File: config.mk
export PLATFORM = sky130hd
export DESIGN_NAME = match_timer
export DESIGN_NICKNAME = d
export VERILOG_FILES = /design/src/rtl/mtmr_pkg.sv /design/src/rtl/mtmr_xfer.sv /design/src/rtl/mtmr_core.sv /design/src/rtl/match_timer.sv
export SDC_FILE = /design/constraint.sdc
export NUM_CORES = 1
export LEC_CHECK = 0
export ABC_AREA = 1
export ABC_CLOCK_PERIOD_IN_PS = 1700
export BUFFER_PORTS_ARGS = -buffer_cell sky130_fd_sc_hd__buf_2
export CAP_MARGIN = 40
export CORE_AREA = 2 2 198 200
export DETAILED_ROUTE_END_ITERATION = 8
export DIE_AREA = 0 0 200 202
export REMOVE_ABC_BUFFERS = 1
export SETUP_SLACK_MARGIN = 0.15
export SYNTH_ARGS = -nofsm -noshare
export SYNTH_HDL_FRONTEND = slang
export SYNTH_SLANG_ARGS = --single-unit
File: constraint.sdc
create_clock -name clk -period 1.7 [get_ports clk]
set_clock_uncertainty 0.05 [all_clocks]
set_input_delay 0.17 -clock clk [delete_from_list [all_inputs] [get_ports clk]]
set_output_delay 0.17 -clock clk [all_outputs]
set_load 0.005 [all_outputs]
File: src/rtl/mtmr_pkg.sv
package mtmr_pkg;
  localparam int ADDR_W = 6;
  localparam logic [ADDR_W-1:0] OFS_MATCH  = 6'h00;
  localparam logic [ADDR_W-1:0] OFS_COUNT  = 6'h10;
  localparam logic [ADDR_W-1:0] OFS_STATUS = 6'h14;
  localparam logic [ADDR_W-1:0] OFS_IEN    = 6'h1C;
  localparam logic [ADDR_W-1:0] OFS_CTRL   = 6'h20;
  localparam logic [ADDR_W-1:0] OFS_ASTAT  = 6'h24;
  localparam int BIT_MATCH_BUSY = 0;
  localparam int BIT_CNT_BUSY   = 4;
  localparam int BIT_SNAP_BUSY  = 5;
  localparam int N_XFER = 3;
  localparam int XF_MATCH = 0;
  localparam int XF_COUNT = 1;
  localparam int XF_SNAP  = 2;
endpackage

File: src/rtl/mtmr_xfer.sv
module mtmr_xfer #(
  parameter int SYNC_TICKS = 2
) (
  input  logic clk,
  input  logic rst_n,
  input  logic tick,
  input  logic start,
  output logic busy,
  output logic done
);
  localparam int CW = (SYNC_TICKS > 1) ? $clog2(SYNC_TICKS) : 1;
  localparam logic [CW-1:0] LAST = CW'(SYNC_TICKS - 1);

  logic [CW-1:0] n_q;

  assign done = busy & tick & (n_q == LAST);

  always_ff @(posedge clk or negedge rst_n) begin
    if (!rst_n) begin
      busy <= 1'b0;
      n_q  <= '0;
    end else if (!busy) begin
      n_q <= '0;
      if (start) busy <= 1'b1;
    end else if (tick) begin
      if (n_q == LAST) busy <= 1'b0;
      else             n_q  <= n_q + 1'b1;
    end
  end

  // a request arriving mid-transfer neither ends nor restarts it
  a_r7_busy_holds: assert property (@(posedge clk) disable iff (!rst_n)
    (busy && !tick) |=> busy);
  // busy only starts from a request
  a_r4_idle_holds: assert property (@(posedge clk) disable iff (!rst_n)
    (!busy && !start) |=> !busy);
endmodule

File: src/rtl/mtmr_core.sv
module mtmr_core #(
  parameter int W  = 32,
  parameter int NF = 4
) (
  input  logic          clk,
  input  logic          rst_n,
  input  logic          tick,
  input  logic          enable,
  input  logic          load_cnt,
  input  logic [W-1:0]  load_val,
  input  logic          load_match,
  input  logic [W-1:0]  match_val,
  input  logic          snap,
  input  logic [NF-1:0] clr_mask,
  output logic [W-1:0]  cnt_q,
  output logic [W-1:0]  match_q,
  output logic [W-1:0]  snap_q,
  output logic [NF-1:0] flags_q
);
  logic          hit;
  logic [NF-1:0] set_vec;

  assign hit     = tick & enable & ~load_cnt & (cnt_q == match_q);
  assign set_vec = {{(NF-1){1'b0}}, hit};

  always_ff @(posedge clk or negedge rst_n) begin
    if (!rst_n) begin
      cnt_q   <= '0;
      match_q <= '1;
      snap_q  <= '0;
      flags_q <= '0;
    end else begin
      if (load_cnt)             cnt_q <= load_val;
      else if (tick && enable)  cnt_q <= cnt_q + 1'b1;
      if (load_match) match_q <= match_val;
      if (snap)       snap_q  <= cnt_q;
      flags_q <= (flags_q & ~clr_mask) | set_vec;
    end
  end

  a_r2_hold: assert property (@(posedge clk) disable iff (!rst_n)
    (!(tick && enable) && !load_cnt) |=> $stable(cnt_q));
  a_r2_step: assert property (@(posedge clk) disable iff (!rst_n)
    (tick && enable && !load_cnt) |=> cnt_q == $past(cnt_q) + W'(1));
  a_r8_flag_set: assert property (@(posedge clk) disable iff (!rst_n)
    (tick && enable && !load_cnt && cnt_q == match_q) |=> flags_q[0]);
endmodule

File: src/rtl/match_timer.sv
module match_timer
  import mtmr_pkg::*;
#(
  parameter int DATA_W     = 32,
  parameter int SYNC_TICKS = 2,
  parameter int N_FLAGS    = 4
) (
  input  logic              clk,
  input  logic              rst_n,
  input  logic              tick_en,
  input  logic              bus_valid,
  output logic              bus_ready,
  input  logic              bus_write,
  input  logic [ADDR_W-1:0] bus_addr,
  input  logic [DATA_W-1:0] bus_wdata,
  output logic              bus_rvalid,
  output logic [DATA_W-1:0] bus_rdata,
  output logic              irq
);
  logic wr, rd;
  logic [N_XFER-1:0] xf_start, xf_busy, xf_done;
  logic [DATA_W-1:0] pend_cnt, pend_match;
  logic ctrl_en, ien_q;
  logic [N_FLAGS-1:0] clr_mask, flags;
  logic [DATA_W-1:0] cnt_q, match_q, snap_q, astat, rd_mux;

  assign bus_ready = 1'b1;
  assign wr = bus_valid & bus_write;
  assign rd = bus_valid & ~bus_write;

  assign xf_start[XF_MATCH] = wr & (bus_addr == OFS_MATCH);
  assign xf_start[XF_COUNT] = wr & (bus_addr == OFS_COUNT);
  assign xf_start[XF_SNAP]  = wr & (bus_addr == OFS_CTRL) & bus_wdata[1];

  for (genvar i = 0; i < N_XFER; i++) begin : g_xfer
    mtmr_xfer #(.SYNC_TICKS(SYNC_TICKS)) u_xf (
      .clk(clk), .rst_n(rst_n), .tick(tick_en),
      .start(xf_start[i]), .busy(xf_busy[i]), .done(xf_done[i])
    );
  end

  assign clr_mask = (wr && bus_addr == OFS_STATUS) ? bus_wdata[N_FLAGS-1:0] : '0;

  always_ff @(posedge clk or negedge rst_n) begin
    if (!rst_n) begin
      pend_cnt   <= '0;
      pend_match <= '1;
      ctrl_en    <= 1'b0;
      ien_q      <= 1'b0;
    end else begin
      if (xf_start[XF_COUNT] && !xf_busy[XF_COUNT]) pend_cnt   <= bus_wdata;
      if (xf_start[XF_MATCH] && !xf_busy[XF_MATCH]) pend_match <= bus_wdata;
      if (wr && bus_addr == OFS_CTRL) ctrl_en <= bus_wdata[0];
      if (wr && bus_addr == OFS_IEN)  ien_q   <= bus_wdata[0];
    end
  end

  mtmr_core #(.W(DATA_W), .NF(N_FLAGS)) u_core (
    .clk(clk), .rst_n(rst_n), .tick(tick_en), .enable(ctrl_en),
    .load_cnt(xf_done[XF_COUNT]), .load_val(pend_cnt),
    .load_match(xf_done[XF_MATCH]), .match_val(pend_match),
    .snap(xf_done[XF_SNAP]), .clr_mask(clr_mask),
    .cnt_q(cnt_q), .match_q(match_q), .snap_q(snap_q), .flags_q(flags)
  );

  always_comb begin
    astat = '0;
    astat[BIT_MATCH_BUSY] = xf_busy[XF_MATCH];
    astat[BIT_CNT_BUSY]   = xf_busy[XF_COUNT];
    astat[BIT_SNAP_BUSY]  = xf_busy[XF_SNAP];
  end

  always_comb begin
    case (bus_addr)
      OFS_MATCH:  rd_mux = match_q;
      OFS_COUNT:  rd_mux = snap_q;
      OFS_STATUS: rd_mux = DATA_W'(flags);
      OFS_IEN:    rd_mux = DATA_W'(ien_q);
      OFS_CTRL:   rd_mux = DATA_W'(ctrl_en);
      OFS_ASTAT:  rd_mux = astat;
      default:    rd_mux = '0;
    endcase
  end

  always_ff @(posedge clk or negedge rst_n) begin
    if (!rst_n) begin
      bus_rvalid <= 1'b0;
      bus_rdata  <= '0;
    end else begin
      bus_rvalid <= rd;
      if (rd) bus_rdata <= rd_mux;
    end
  end

  assign irq = flags[0] & ien_q;

  a_r11_read_resp: assert property (@(posedge clk) disable iff (!rst_n)
    (bus_valid && !bus_write) |=> bus_rvalid);
  a_r9_flag_on_tick: assert property (@(posedge clk) disable iff (!rst_n)
    $rose(flags[0]) |-> $past(tick_en));
endmodule

==> metrics.md <==
| Metric | Value |
|---|---|
| Run status | `finished clean` |
| Crit-path max FO | `6` |
| Startpoint types | `flip-flop` |
| Synth area leaders | `dfrtp_1, nand2_1, dfstp_2` |
| Post-synth top area cell | `dfrtp_1` |
| Die height | `202 um` |
| DRT iter0 DRCs | `596` |
| Lkg Pwr | `6.06 nW` |
| Top cells by count, synth | `nand2_1, inv_1, dfrtp_1, o21ai_0, nor2_1` |
| Worst EP arrival | `1.84 ns` |
| DIE AREA | `40,400 sq um` |
| Total Nets Final | `1,463` |
| Post-synth EDFFs | `0` |
| Number of detailed-route iterations in the first pass | `6` |
| DP HPWL | `20.9 mm` |
| Die X | `200 um` |
| Main synth FF type | `dfrtp_1` |
| Reg clk slew, reported paths | `0.06 ns` |
| First-pass GRT wire length | `46.3 mm` |
| Setup tns final | `0 ns` |
| Slowest-stage cell, CP | `dfrtp_1` |
| Yosys warns | `0` |
| Cell mode on critical path | `nand2_1` |
| Maximum vdd ir drop | `0.000472 V` |
| Mean Syn Cell Area | `7.71 sq um` |
| Final Cycle Share | `0.875` |
| Setup violators final | `0` |
| Final wirelength | `28.7 mm` |
| Largest net degree at the start of global routing | `66` |
| Initial antenna violation count | `1` |
| # IOs | `78` |
| R2r worst-path depth | `10` |
| CP endpoint kind | `flip-flop` |
| Area after DPL | `11,100 sq um` |
| Ratio of cells with drive above 1 in the final layout | `0.210` |
| Cell chain of the critical path | `nand2_1, nor2_2, nand2_2, nor2_2, buf_4, nand3_1, nand2_1, nand2_1, nand2_1, nand2_1` |
| Async SR Flop Fraction | `1.00` |
| Synth unique cells | `31` |
| Final RePlAce weighted congestion | `0.880` |
| Util after Layout | `0.326` |
| Final min period | `1.49 ns` |
| Gate Count Post-Synth | `1,277` |
| Post-route DRC | `0` |
| Req. time, crit path | `2.05 ns` |
| WHS Path Cells | `5` |
| Root Buffer | `clkbuf_16` |
| Routed len/inst | `14.7 um` |
| GR Util All Layers | `0.146` |
| Post-Synthesis Cell Area | `9840 sq um` |
| Htree depth | `1` |
| Vias per cell | `4.32` |
| Hold Path Class | `input port to flip-flop` |
| Final Hold Vio Count | `0` |
| Area Growth Syn to Fin | `26.9%` |
| RSZ-0062 raised after global routing | `true` |
| Initial core utilization | `0.257` |
| PwrDens | `1210 nW/um^2` |
| Post-synth top area share | `0.358` |
| Cts bufs inserted | `24` |
| # Max-Cap Violations | `0` |
| Fin area | `12,500 sq um` |
| Seq cells post-synth | `205` |
| Row count | `72` |
| Total power | `15.1 mW` |
| Cell with the most instances after synthesis | `nand2_1` |
| Final Max Tran Viols | `0` |
| Via count | `8,441` |
| CTS tree | `yes` |
| Fmax | `672 MHz` |
| Core footprint | `38,300 sq um` |
| Fillers | `4,062` |
| Sequential area share after synthesis | `0.529` |
| Critical path class | `flip-flop to flip-flop` |
| Vias in the first global route | `8,478` |
| Clk sink count | `205` |
| Clk_lat worst skew | `0.51 ns` |
| Peak per-stage delay on the critical path | `0.41 ns` |
| GRT Residual Overflow | `0` |
| Maximum buffer depth of the clock tree | `3` |
| Port bufs | `76` |
| Post-route antenna net violation count | `0` |
-- area by class of cell --
class	instances	area [sq um]	share of cell area
clock buffer	37	711	0.0569
timing repair buffer	166	1260	0.101
inverter	146	548	0.0439
sequential	205	5230	0.419
multi-input combinational	876	4000	0.321
tap	518	648	0.0519
clock inverter	7	85.1	0.00681
antenna	1	2.50	0.000200
-- cell usage in the layout (no fill, tap or decap), types with 8 or more instances in the layout --
cell and count:
o21ai_0 104, nor2_1 46, dfstp_2 64, nand2_1 517, clkbuf_16 25, dfrtp_1 125
dlygate4sd3_1 35, buf_2 75, xor2_1 11, nor2_4 9, clkbuf_1 8, xnor2_1 16
inv_1 141, o21ai_1 52, nand3_1 50, dfrtp_2 16, nor2_2 27, buf_4 43
-- cell families after synthesis --
logic type,Yosys count,synth area share
and+or+nand+nor,668,0.268
AOI/OAI and AO/OA,179,0.0969
buffers and inverters,196,0.0803
DFF,205,0.529
xor gates and xnor gates,27,0.0240
other,1,0.000381
adders and majority gates,1,0.00127
-- layer usage --
layer	GRT usage	vias up	share of wire
li1	-	4248	-
met1	0.210	3962	0.48
met2	0.231	200	0.44
met3	0.0237	31	0.058
met4	0.0272	0	0.014
met5	0	-	0
-- path summary, 6_finish.rpt --
check	start	to	slack [ns]
min	bus_valid	bus_rdata[0]	0.03
max in group asynchronous	rst_n	u_core.match_q[26]	0.75
min in group asynchronous	rst_n	bus_rdata[30]	0.11
max reg2reg	u_core.cnt_q[4]	u_core.cnt_q[17]	0.21
min reg2reg	u_core.snap_q[11]	u_core.snap_q[11]	0.42
max	u_core.cnt_q[4]	u_core.cnt_q[17]	0.21
-- state kept, by name, summed over array words and instances (netlist names), 3 cells and up --
name              count
g_xfer.u_xf.n_q       3
u_core.match_q       32
u_core.flags_q        4
u_core.snap_q        32
u_core.cnt_q         32
g_xfer.u_xf.busy      3
pend_cnt             32
pend_match           32
bus_rdata            32
-- per-stage QoR --
stage | cells | hold WS (ns) | setup slack, ns
after floorplan | 1227 | -0.176 | -1.66
after global placement | 1869 | 0.0956 | 0.0793
after detailed placement | 1869 | 0.0922 | 0.117
after CTS | 1948 | 0.0174 | 0.134
after global routing | 1956 | 0.0451 | 0.0687
final | 1956 | 0.0324 | 0.212
-- critical path, delay by kind of cell, from the launching register on --
family | cells | cell delay [ns]
simple gates | 9 | 0.74
flops | 1 | 0.41
buf+inv | 1 | 0.15
-- power by group --
group / leakage, nW / internal [mW] / switching, mW
Sequential: 2.56 / 6.24 / 0.928
Clock: 0.394 / 3.17 / 2.02
Combinational: 3.11 / 1.17 / 1.57
Total: 6.06 / 10.6 / 4.52
-- repair_timing --
item,CTS,global route
resized for setup,9,61
pin swaps,0,9
endpoints found under the setup margin,12,47
hold buffers,35,0
cloned,0,0
hold endpoints to repair,240,0
buffers inserted,0,7
Power figures use the tool's default switching activity.
